--- config.mk ---
export PLATFORM = sky130hd
export DESIGN_NAME = memreq_sched
export DESIGN_NICKNAME = d
export VERILOG_FILES = /design/src/rtl/memreq_pkg.sv /design/src/rtl/memreq_slot.sv /design/src/rtl/memreq_pick.sv /design/src/rtl/memreq_sched.sv
export SDC_FILE = /design/constraint.sdc
export NUM_CORES = 2
export LEC_CHECK = 0
export BUFFER_PORTS_ARGS = -buffer_cell sky130_fd_sc_hd__buf_2
export CAP_MARGIN = 20
export CORE_ASPECT_RATIO = 1.5
export CORE_MARGIN = 10
export CORE_UTILIZATION = 50
export DETAILED_ROUTE_END_ITERATION = 10
export GPL_ROUTABILITY_DRIVEN = 0
export PLACE_DENSITY = 0.66
export SYNTH_ARGS = -nofsm -noshare
export SYNTH_HDL_FRONTEND = slang
export SYNTH_SLANG_ARGS = --single-unit
--- constraint.sdc ---
create_clock -name clk -period 221.5 [get_ports clk]
set_input_delay 55.375 -clock clk [delete_from_list [all_inputs] [get_ports clk]]
set_output_delay 55.375 -clock clk [all_outputs]
set_load 0.005 [all_outputs]
--- src/rtl/memreq_pkg.sv ---
// Shared types for the request scheduler.
// Assumes: a priority class is formed from the light flag (high bit)
// and the row-hit flag (low bit), so a larger class ranks higher.
package memreq_pkg;

    typedef enum logic [1:0] {
        CLS_MISS       = 2'b00,
        CLS_HIT        = 2'b01,
        CLS_LIGHT_MISS = 2'b10,
        CLS_LIGHT_HIT  = 2'b11
    } prio_cls_t;

    // Build the ranking class of one request.
    function automatic prio_cls_t make_cls(input logic light, input logic hit);
        return prio_cls_t'({light, hit});
    endfunction

endpackage

--- src/rtl/memreq_slot.sv ---
// One place of the request pool.
// Holds a request and its waiting time, and derives its ranking key
// from the live bank status and light flags.
// Assumes: load has priority over clear (a full-pool swap frees and
// refills the same place on one edge); the age saturates.
module memreq_slot
    import memreq_pkg::*;
#(
    parameter int NUM_BANKS = 4,
    parameter int NUM_APPS  = 4,
    parameter int ROW_W     = 8,
    parameter int ID_W      = 8,
    parameter int AGE_W     = 8,
    localparam int BANK_W   = (NUM_BANKS > 1) ? $clog2(NUM_BANKS) : 1,
    localparam int APP_W    = (NUM_APPS > 1) ? $clog2(NUM_APPS) : 1,
    localparam int KEY_W    = AGE_W + 2
) (
    input  logic                       clk,
    input  logic                       rst_n,
    input  logic                       load,
    input  logic                       clear,
    input  logic [ID_W-1:0]            in_id,
    input  logic [APP_W-1:0]           in_app,
    input  logic [BANK_W-1:0]          in_bank,
    input  logic [ROW_W-1:0]           in_row,
    input  logic [NUM_BANKS-1:0]       bank_busy,
    input  logic [NUM_BANKS-1:0]       bank_open_valid,
    input  logic [NUM_BANKS*ROW_W-1:0] bank_open_row,
    input  logic [NUM_APPS-1:0]        app_light,
    output logic                       valid,
    output logic [ID_W-1:0]            id,
    output logic [APP_W-1:0]           app,
    output logic [BANK_W-1:0]          bank,
    output logic [ROW_W-1:0]           row,
    output logic                       elig,
    output logic                       hit,
    output logic [KEY_W-1:0]           key
);

    logic [AGE_W-1:0] age_q;
    prio_cls_t        cls;

    // Capture, release and age the held request.
    always_ff @(posedge clk) begin
        if (!rst_n) begin
            valid <= 1'b0;
            id    <= '0;
            app   <= '0;
            bank  <= '0;
            row   <= '0;
            age_q <= '0;
        end else if (load) begin
            valid <= 1'b1;
            id    <= in_id;
            app   <= in_app;
            bank  <= in_bank;
            row   <= in_row;
            age_q <= '0;
        end else if (clear) begin
            valid <= 1'b0;
        end else if (valid && (age_q != '1)) begin
            age_q <= age_q + 1'b1;
        end
    end

    // Derive eligibility, hit status and the ranking key.
    always_comb begin
        hit  = bank_open_valid[bank] &&
               (bank_open_row[bank*ROW_W +: ROW_W] == row);
        elig = valid && !bank_busy[bank];
        cls  = make_cls(app_light[app], hit);
        key  = {cls, age_q};
    end

endmodule

--- src/rtl/memreq_pick.sv ---
// Chooses the eligible place with the largest ranking key.
// Assumes: equal keys resolve to the lowest place index.
module memreq_pick #(
    parameter int DEPTH   = 16,
    parameter int KEY_W   = 10,
    localparam int IDX_W  = (DEPTH > 1) ? $clog2(DEPTH) : 1
) (
    input  logic [DEPTH-1:0] elig,
    input  logic [KEY_W-1:0] keys [DEPTH],
    output logic             found,
    output logic [IDX_W-1:0] idx
);

    logic [KEY_W-1:0] best;

    // Linear scan for the highest-ranked eligible place.
    always_comb begin
        found = 1'b0;
        idx   = '0;
        best  = '0;
        for (int i = 0; i < DEPTH; i++) begin
            if (elig[i] && (!found || keys[i] > best)) begin
                found = 1'b1;
                idx   = IDX_W'(i);
                best  = keys[i];
            end
        end
    end

endmodule

--- src/rtl/memreq_sched.sv ---
// Request pool with light-application, row-hit, then age ranking.
// Issues at most one request per cycle to a free bank; an issued place
// is reusable on the same edge, so a full pool still accepts a request
// in a cycle that issues.
// Assumes: bank status and light flags are valid every cycle; the issue
// side has no back-pressure.
module memreq_sched
    import memreq_pkg::*;
#(
    parameter int DEPTH     = 16,
    parameter int NUM_BANKS = 4,
    parameter int NUM_APPS  = 4,
    parameter int ROW_W     = 8,
    parameter int ID_W      = 8,
    parameter int AGE_W     = 8,
    localparam int BANK_W   = (NUM_BANKS > 1) ? $clog2(NUM_BANKS) : 1,
    localparam int APP_W    = (NUM_APPS > 1) ? $clog2(NUM_APPS) : 1,
    localparam int IDX_W    = (DEPTH > 1) ? $clog2(DEPTH) : 1,
    localparam int KEY_W    = AGE_W + 2
) (
    input  logic                       clk,
    input  logic                       rst_n,
    input  logic                       enq_valid,
    output logic                       enq_ready,
    input  logic [ID_W-1:0]            enq_id,
    input  logic [APP_W-1:0]           enq_app,
    input  logic [BANK_W-1:0]          enq_bank,
    input  logic [ROW_W-1:0]           enq_row,
    input  logic [NUM_BANKS-1:0]       bank_busy,
    input  logic [NUM_BANKS-1:0]       bank_open_valid,
    input  logic [NUM_BANKS*ROW_W-1:0] bank_open_row,
    input  logic [NUM_APPS-1:0]        app_light,
    output logic                       issue_valid,
    output logic [ID_W-1:0]            issue_id,
    output logic [APP_W-1:0]           issue_app,
    output logic [BANK_W-1:0]          issue_bank,
    output logic [ROW_W-1:0]           issue_row,
    output logic                       issue_hit
);

    logic [DEPTH-1:0]  slot_valid;
    logic [DEPTH-1:0]  slot_elig;
    logic [DEPTH-1:0]  slot_hit;
    logic [DEPTH-1:0]  slot_load;
    logic [DEPTH-1:0]  slot_clear;
    logic [ID_W-1:0]   slot_id   [DEPTH];
    logic [APP_W-1:0]  slot_app  [DEPTH];
    logic [BANK_W-1:0] slot_bank [DEPTH];
    logic [ROW_W-1:0]  slot_row  [DEPTH];
    logic [KEY_W-1:0]  slot_key  [DEPTH];

    logic              pick_found;
    logic [IDX_W-1:0]  pick_idx;
    logic              free_found;
    logic [IDX_W-1:0]  free_idx;
    logic [IDX_W-1:0]  wr_idx;
    logic              enq_fire;

    // Pool places, one instance per entry.
    for (genvar g = 0; g < DEPTH; g++) begin : g_slot
        memreq_slot #(
            .NUM_BANKS (NUM_BANKS),
            .NUM_APPS  (NUM_APPS),
            .ROW_W     (ROW_W),
            .ID_W      (ID_W),
            .AGE_W     (AGE_W)
        ) u_slot (
            .clk             (clk),
            .rst_n           (rst_n),
            .load            (slot_load[g]),
            .clear           (slot_clear[g]),
            .in_id           (enq_id),
            .in_app          (enq_app),
            .in_bank         (enq_bank),
            .in_row          (enq_row),
            .bank_busy       (bank_busy),
            .bank_open_valid (bank_open_valid),
            .bank_open_row   (bank_open_row),
            .app_light       (app_light),
            .valid           (slot_valid[g]),
            .id              (slot_id[g]),
            .app             (slot_app[g]),
            .bank            (slot_bank[g]),
            .row             (slot_row[g]),
            .elig            (slot_elig[g]),
            .hit             (slot_hit[g]),
            .key             (slot_key[g])
        );
    end

    // Ranking selector over all places.
    memreq_pick #(
        .DEPTH (DEPTH),
        .KEY_W (KEY_W)
    ) u_pick (
        .elig  (slot_elig),
        .keys  (slot_key),
        .found (pick_found),
        .idx   (pick_idx)
    );

    // Find the lowest empty place for intake.
    always_comb begin
        free_found = 1'b0;
        free_idx   = '0;
        for (int i = DEPTH - 1; i >= 0; i--) begin
            if (!slot_valid[i]) begin
                free_found = 1'b1;
                free_idx   = IDX_W'(i);
            end
        end
    end

    // Intake handshake and per-place load/clear strobes.
    always_comb begin
        enq_ready = free_found || pick_found;
        enq_fire  = enq_valid && enq_ready;
        wr_idx    = free_found ? free_idx : pick_idx;
        for (int i = 0; i < DEPTH; i++) begin
            slot_load[i]  = enq_fire && (wr_idx == IDX_W'(i));
            slot_clear[i] = pick_found && (pick_idx == IDX_W'(i));
        end
    end

    // Drive the issue port from the selected place.
    always_comb begin
        issue_valid = pick_found;
        issue_id    = slot_id[pick_idx];
        issue_app   = slot_app[pick_idx];
        issue_bank  = slot_bank[pick_idx];
        issue_row   = slot_row[pick_idx];
        issue_hit   = slot_hit[pick_idx];
    end

endmodule

== Yosys cells after proc, flatten, opt, wreduce, memory -nomap -nowiden ==
Cells that the tools add are included.

* Bits in registers: 464
* Latch bits: 0
* Bits in writable memories: 0
* ROM bits: 0
* Output and inout port bits: 23
* Logic and storage cells: 671
* Memories: 0

* $add $sub $neg: 16
* Multiply operators: 0
* Divide/modulo/power cells: 0
* Order comparisons: 49
* Equal/unequal tests: 62
* Shift operators: 16
* Mux-type cells: 221
* Bitwise logic cells: 18
* Reduce and logical (&&, ||, !) cells: 193

{| class="wikitable"
|+ Operator list
! kind !! count
|-
| indexed part select 32 x 6 -> 8 bit || 16
|-
| > comparator 10 bit || 15
|-
| two-way mux 10 bit || 15
|-
| adder 8 x 1 -> 8 bit (second input constant) || 16
|-
| equality test 8 bit || 16
|-
| inequality test 8 bit (second input constant) || 16
|-
| two-way mux 1 bit || 114
|-
| two-way mux 4 bit || 25
|-
| binary-select mux 1 bit (select 2 bit) || 48
|-
| logical AND 1 bit || 96
|-
| less-than comparator 2 x 3 -> 1 bit (second input constant) || 32
|-
| binary-select mux 8 bit (select 4 bit) || 2
|-
| equality test 4 bit (second input constant) || 16
|-
| equality test 4 x 3 -> 1 bit (second input constant) || 8
|-
| two-way mux 8 bit || 4
|-
| AND reduction 2 bit || 16
|-
| nonzero test 2 bit || 16
|-
| OR reduction 2 bit || 16
|-
| zero test 1 bit || 31
|-
| NOT 1 bit || 17
|-
| binary-select mux 2 bit (select 4 bit) || 2
|-
| equality test 4 x 2 -> 1 bit (second input constant) || 4
|-
| logical OR 1 bit || 16
|-
| two-way mux 2 bit || 6
|-
| other kinds (7) || 12
|}

== Depth between registers and ports, before layout ==
* Depth after elaboration: 69
* Depth in mapped cells: 201

== Cells and area by module ==
From an unflattened synthesis, not the netlist that was laid out.

* Cell total of the unflattened synthesis: 3559
* Area, all modules: 34954.8 um^2

{| class="wikitable"
|+ Modules (own cells, without submodules)
! module !! instances !! cells an instance !! area an instance (um^2)
|-
| memreq_slot || 16 || 153 || 1601.5
|-
| memreq_pick || 1 || 890 || 6236.0
|-
| memreq_sched || 1 || 221 || 3094.2
|}

== Least setup slack after synthesis ==
OpenSTA, ideal clock, no wires.

* Path type: input -> output
* From: input bank_busy[3]
* To: output issue_row[0]
* Arrival: 90222 ps
* Data required time: 166125 ps
* Path slack: 75903 ps
* Cell stages on the path: 189
* Cells stage by stage: mux2_2 > o22ai_2 > clkbuf_1 > and2_1 > inv_1 > ha_1 > a21o_1 > a311oi_1 > o311ai_0 > and2_1 > o21ai_0 > buf_1 > mux2i_1 > inv_1 > ha_1 > a211oi_1 > nand3_1 > nor3_1 > [153 not listed] > nand2b_1 > a21oi_1 > nor2b_1 > o21ai_0 > nand2b_1 > a21oi_1 > nor2_1 > a211oi_1 > o21ai_0 > and2_1 > nor2_1 > o21ai_1 > a211oi_1 > and2_1 > clkbuf_1 > clkbuf_1 > a221oi_1 > nand4b_1

* Word-level cells in the longest chain between the ends: 69
* Elaborated cells on any way between the ends: 173
* Classes of those cells: 15 x order compare; 80 x mux; 1 x bitwise; 77 x reduce/logical

{| class="wikitable"
|+ RTL lines
! item !! RTL line !! text
|-
| start: declaration || memreq_sched.sv:29 || <nowiki>input logic [NUM_BANKS-1:0] bank_busy,</nowiki>
|-
| binary-select mux 1 bit (select 2 bit) || memreq_slot.sv:70 || <nowiki>elig = valid && !bank_busy[bank];</nowiki>
|-
| two-way mux 1 bit (implied by the code) || memreq_slot.sv:70 ||
|-
| zero test 1 bit || memreq_slot.sv:70 ||
|-
| logical AND 1 bit || memreq_slot.sv:70 ||
|-
| two-way mux 10 bit or two-way mux 1 bit (tied branches) || memreq_pick.sv:22 || <nowiki>if (elig[i] && (!found || keys[i] > best)) begin</nowiki>
|-
| > comparator 10 bit or zero test 1 bit (tied branches) || memreq_pick.sv:22 ||
|-
| logical OR 1 bit || memreq_pick.sv:22 ||
|-
| logical AND 1 bit || memreq_pick.sv:22 ||
|-
| [52 not listed] || - ||
|-
| two-way mux 10 bit or two-way mux 1 bit (tied branches) || memreq_pick.sv:22 ||
|-
| > comparator 10 bit or zero test 1 bit (tied branches) || memreq_pick.sv:22 ||
|-
| logical OR 1 bit || memreq_pick.sv:22 ||
|-
| logical AND 1 bit || memreq_pick.sv:22 ||
|-
| two-way mux 4 bit (*) || memreq_pick.sv:22 ||
|-
| NOT 4 -> 5 bit (implied by the code) (*) || memreq_sched.sv:131 || <nowiki>issue_row = slot_row[pick_idx];</nowiki>
|-
| binary-select mux 8 bit (select 4 bit) (*) || memreq_sched.sv:131 ||
|-
| two-way mux 8 bit (implied by the code) (*) (2 in series) || memreq_sched.sv:131 ||
|-
| end: declaration || memreq_sched.sv:37 || <nowiki>output logic [ROW_W-1:0] issue_row,</nowiki>
|}

Every way passes the cells marked *; elsewhere a longest branch is shown, timed or not. The select of a mux whose other input is x is not followed.

== Worst setup path after layout ==
* From: input bank_open_row[31]
* To: output issue_row[3]

* Word-level cells in the longest chain between the ends: 68
* Elaborated cells on any way between the ends: 155
* Classes of those cells: 15 x order compare; 16 x eq/ne; 16 x shift; 47 x mux; 1 x bitwise; 60 x reduce/logical

{| class="wikitable"
|+ RTL lines
! item !! RTL line !! text
|-
| start: declaration || memreq_sched.sv:31 || <nowiki>input logic [NUM_BANKS*ROW_W-1:0] bank_open_row,</nowiki>
|-
| indexed part select 32 x 6 -> 8 bit || memreq_slot.sv:69 || <nowiki>(bank_open_row[bank*ROW_W +: ROW_W] == row);</nowiki>
|-
| equality test 8 bit || memreq_slot.sv:69 ||
|-
| logical AND 1 bit || memreq_slot.sv:68 || <nowiki>hit = bank_open_valid[bank] &&</nowiki>
|-
| two-way mux 10 bit || memreq_pick.sv:22 ||
|-
| > comparator 10 bit || memreq_pick.sv:22 ||
|-
| logical OR 1 bit || memreq_pick.sv:22 ||
|-
| logical AND 1 bit || memreq_pick.sv:22 ||
|-
| two-way mux 10 bit or two-way mux 1 bit (tied branches) || memreq_pick.sv:22 ||
|-
| [51 not listed] || - ||
|-
| two-way mux 10 bit or two-way mux 1 bit (tied branches) || memreq_pick.sv:22 ||
|-
| > comparator 10 bit or zero test 1 bit (tied branches) || memreq_pick.sv:22 ||
|-
| logical OR 1 bit || memreq_pick.sv:22 ||
|-
| logical AND 1 bit || memreq_pick.sv:22 ||
|-
| two-way mux 4 bit (*) || memreq_pick.sv:22 ||
|-
| NOT 4 -> 5 bit (implied by the code) (*) || memreq_sched.sv:131 ||
|-
| binary-select mux 8 bit (select 4 bit) (*) || memreq_sched.sv:131 ||
|-
| two-way mux 8 bit (implied by the code) (*) (2 in series) || memreq_sched.sv:131 ||
|}

Marked as above.

==> impl_metrics.env <==
export IMPL_crit_path_start_kind="input pin"
export IMPL_final_cells=4389
export IMPL_syn_avg_cell_area_sq_um=9.16
export IMPL_final_nets=3712
export IMPL_multi_input_area_sq_mm=0.0220
export IMPL_min_period_ns=149.88
export IMPL_min_path_type="register to register"
export IMPL_placed_area_sq_mm=0.0337
export IMPL_start_util=0.506
export IMPL_grt_busiest_layer="met2"
export IMPL_first_pass_iters=9
export IMPL_antenna_found_initial=3
export IMPL_p_leak_uw=0.0150
export IMPL_met1_usage=0.331
export IMPL_grt_max_degree=203
export IMPL_cts_buffer_depth=3
export IMPL_ctsResizeCount=0
export IMPL_syn_area_sq_mm=0.0328
export IMPL_worstPathArrival_ns=94.50
export IMPL_io_buffer_count=89
export IMPL_worstPathRequired_ns=166.12
export IMPL_slew_limit_headroom=0.113
export IMPL_nFillCells=6013
export IMPL_peakVddDrop_mv=0.00632
export IMPL_rows=114
export IMPL_cp_max_fo=30
export IMPL_grt_pass1_vias=28500
export IMPL_layout_cell_area_non_filler_sq_mm=0.0351
export IMPL_slew_viol_final=0
export IMPL_setup_slack_ns=71.62
export IMPL_yosys_most_used_dff="dfxtp_1"
export IMPL_die_width_um=229
export IMPL_core_area_sq_mm=0.0648
export IMPL_syn_num_nets=3805
export IMPL_tightest_slew_ns=1.32
export IMPL_cts_sinks=464
export IMPL_cts_root_buffer="clkbuf_16"
export IMPL_use_met2=0.504
export IMPL_grt_pass1_wl_mm=178
export IMPL_synth_cells=3580
export IMPL_grt_usage=0.301
export IMPL_route_detailed_drc=0
export IMPL_ys_ff_latch=464
export IMPL_crit_top_cell="a21oi_1"
export IMPL_critPathCaptureType="primary output"
export IMPL_slowest_stage="nor3_4"
export IMPL_drv_cap=0
export IMPL_dr_total_vias=29300
export IMPL_synthDistinctLibCells=97
export IMPL_dp_hpwl_mm=85.5
export IMPL_dieHeight_um=334
export IMPL_crit_type="input pin to primary output"
export IMPL_slowest_delay_ns=1.01
export IMPL_ant_nets=0
export IMPL_status="finished clean"
export IMPL_drive_above_1_share=0.142
export IMPL_ff_latch_area_sq_mm=0.00929
export IMPL_yosys_warnings=0
export IMPL_min_period_over_period=0.677
export IMPL_wirelength_mm=120
export IMPL_skew_ns=0.0373
export IMPL_gr_total_overflow=0
export IMPL_wl_per_cell_um=27.3
export IMPL_cts_tree="done"
export IMPL_die_area_sq_mm=0.0764
export IMPL_ioPinCount=90
export IMPL_cts_clk_slew_worst_paths_ns=0.06
export IMPL_powerDensity_mw_per_mm2=5.27
export IMPL_cts_made_buffers=47
export IMPL_setup_violations=0
export IMPL_yosysSeqAreaShare=0.283
export IMPL_grt_util_met3=0.0674
export IMPL_dp_slack_ns=72.55
export IMPL_vias_per_cell=6.67
export IMPL_synth_edf_count=0
export IMPL_post_cts_setup_buffers=0
export IMPL_fmax_ghz=0.00667
export IMPL_clk_latency_ns=0.63
export IMPL_rsz0062_at_grt="no"
export IMPL_tns_ns=0
export IMPL_hold_buffers=0
export IMPL_drt_first_iter_violations=3220
export IMPL_finalHoldViolCount=0
export IMPL_place_inst=4307
export IMPL_cts_htree_levels=2
export IMPL_area_growth_pct=7.21
export IMPL_async_flop_share=0
-- registers in the layout, indices dropped and copies added, names as in the netlist --
signal	flops
g_slot.u_slot.app	32
g_slot.u_slot.age_q	128
g_slot.u_slot.id	128
g_slot.u_slot.bank	32
g_slot.u_slot.row	128
g_slot.u_slot.valid	16
-- placed cells by master, fill, tap and decap left out, drive strengths merged, types with 17 or more instances in the layout --
cell,instances
inv,111
nand2b,30
xnor2,110
a22o,23
nand3,74
a221oi,27
a21o,33
ha,158
mux2,53
o21a,31
a211oi,21
xor2,105
a22oi,23
and3,128
mux4,174
nand4,86
a31oi,25
nor2,103
nand2,527
nor3,101
mux2i,369
buf,148
clkbuf,60
nor4,38
o21ai,87
a222oi,32
dfxtp,464
and2,23
nor2b,22
or3,17
a21oi,102
-- cells by family (layout without fill, tap and decap cells) --
kind of cell,after synthesis,in the layout,synth area share
AND/OR/NAND/NOR,1224,1224,0.185
other,0,1,0
adder cells (fa/ha/maj),159,159,0.0606
buffers and inverters,400,338,0.0486
flip-flops,464,464,0.283
multiplexers,596,596,0.251
AO/OA/AOI/OAI,522,522,0.115
XOR/XNOR,215,215,0.0574
-- final timing paths --
kind | startpoint | endpoint | slack [ns] | depth (start not counted)
min | g_slot[9].u_slot.id[1] | g_slot[9].u_slot.id[1] | 0.46 | 2
max reg2reg | g_slot[0].u_slot.bank[0] | g_slot[6].u_slot.age_q[1] | 181.36 | 165
min reg2reg | g_slot[9].u_slot.id[1] | g_slot[9].u_slot.id[1] | 0.46 | 2
max | bank_open_row[31] | issue_row[3] | 71.62 | 167
-- routing by layer --
| layer | share of wire | vias up |
|---|---|---|
| met1 | 0.35 | 14200 |
| met3 | 0.090 | 472 |
| li1 | - | 13000 |
| met4 | 0.082 | 4 |
| met5 | 0.00023 | - |
| met2 | 0.48 | 1601 |
-- critical path: cells and delay by family --
kind / cells / cell delay [ns]
AO/OA/AOI/OAI: 81 / 16.32
AND/OR/NAND/NOR: 48 / 12.50
adder cells (fa/ha/maj): 15 / 4.69
multiplexers: 8 / 2.78
buffers and inverters: 14 / 2.58
XOR/XNOR: 1 / 0.20
-- Yosys cell counts, types with 10 or more instances --
master,count,share of area
a211oi_1,19,0.0044
a21o_1,33,0.0076
a21oi_1,102,0.016
a221oi_1,26,0.0069
a222oi_1,32,0.0098
a22o_1,23,0.0061
a22oi_1,23,0.0053
a31oi_1,24,0.0046
a32oi_1,10,0.0027
and2_1,23,0.0044
and3_1,128,0.024
and4_1,10,0.0027
buf_1,23,0.0026
buf_2,43,0.0066
clkbuf_1,217,0.025
dfxtp_1,464,0.28
ha_1,158,0.060
inv_1,108,0.012
mux2_2,50,0.017
mux2i_1,369,0.11
mux4_2,174,0.12
nand2_1,527,0.060
nand2b_1,28,0.0053
nand3_1,74,0.011
nand3b_1,12,0.0027
nand4_1,85,0.016
nor2_1,103,0.012
nor2b_1,22,0.0042
nor3_1,98,0.015
nor4_1,38,0.0073
nor4b_1,12,0.0032
o211ai_1,10,0.0023
o21a_1,31,0.0071
o21ai_0,82,0.013
o21bai_1,10,0.0023
o22ai_1,12,0.0023
or2_2,11,0.0021
or3_1,17,0.0032
xnor2_1,110,0.029
xor2_1,105,0.028
-- final cells by class --
class	count	area share
multi-input cells	2716	0.625
flip-flops and latches	464	0.264
clock buffers	59	0.0353
well taps	870	0.0310
repair buffers	149	0.0265
inverters	109	0.0116
clock inverters	21	0.00577
diodes	1	0.0000712
-- per-stage QoR --
stage	util	hold WS, ns	power, uW
after CTS	0.543	0.460	186
after detailed placement	0.520	0.450	107
after floorplan	-	0.434	100
final	0.543	0.457	185
after global placement	0.520	0.443	107
after global routing	0.543	0.472	190
-- report_power, final --
part | internal (uW) | switching, uW | total (uW) | leakage (uW)
sequential | 84.0 | 0.927 | 85.0 | 0.00374
clock | 43.2 | 35.9 | 79.1 | 0.000709
combinational | 7.84 | 13.4 | 21.2 | 0.0105
total | 135 | 50.2 | 185 | 0.0150
No activity file was read; power rests on OpenSTA's default activity.
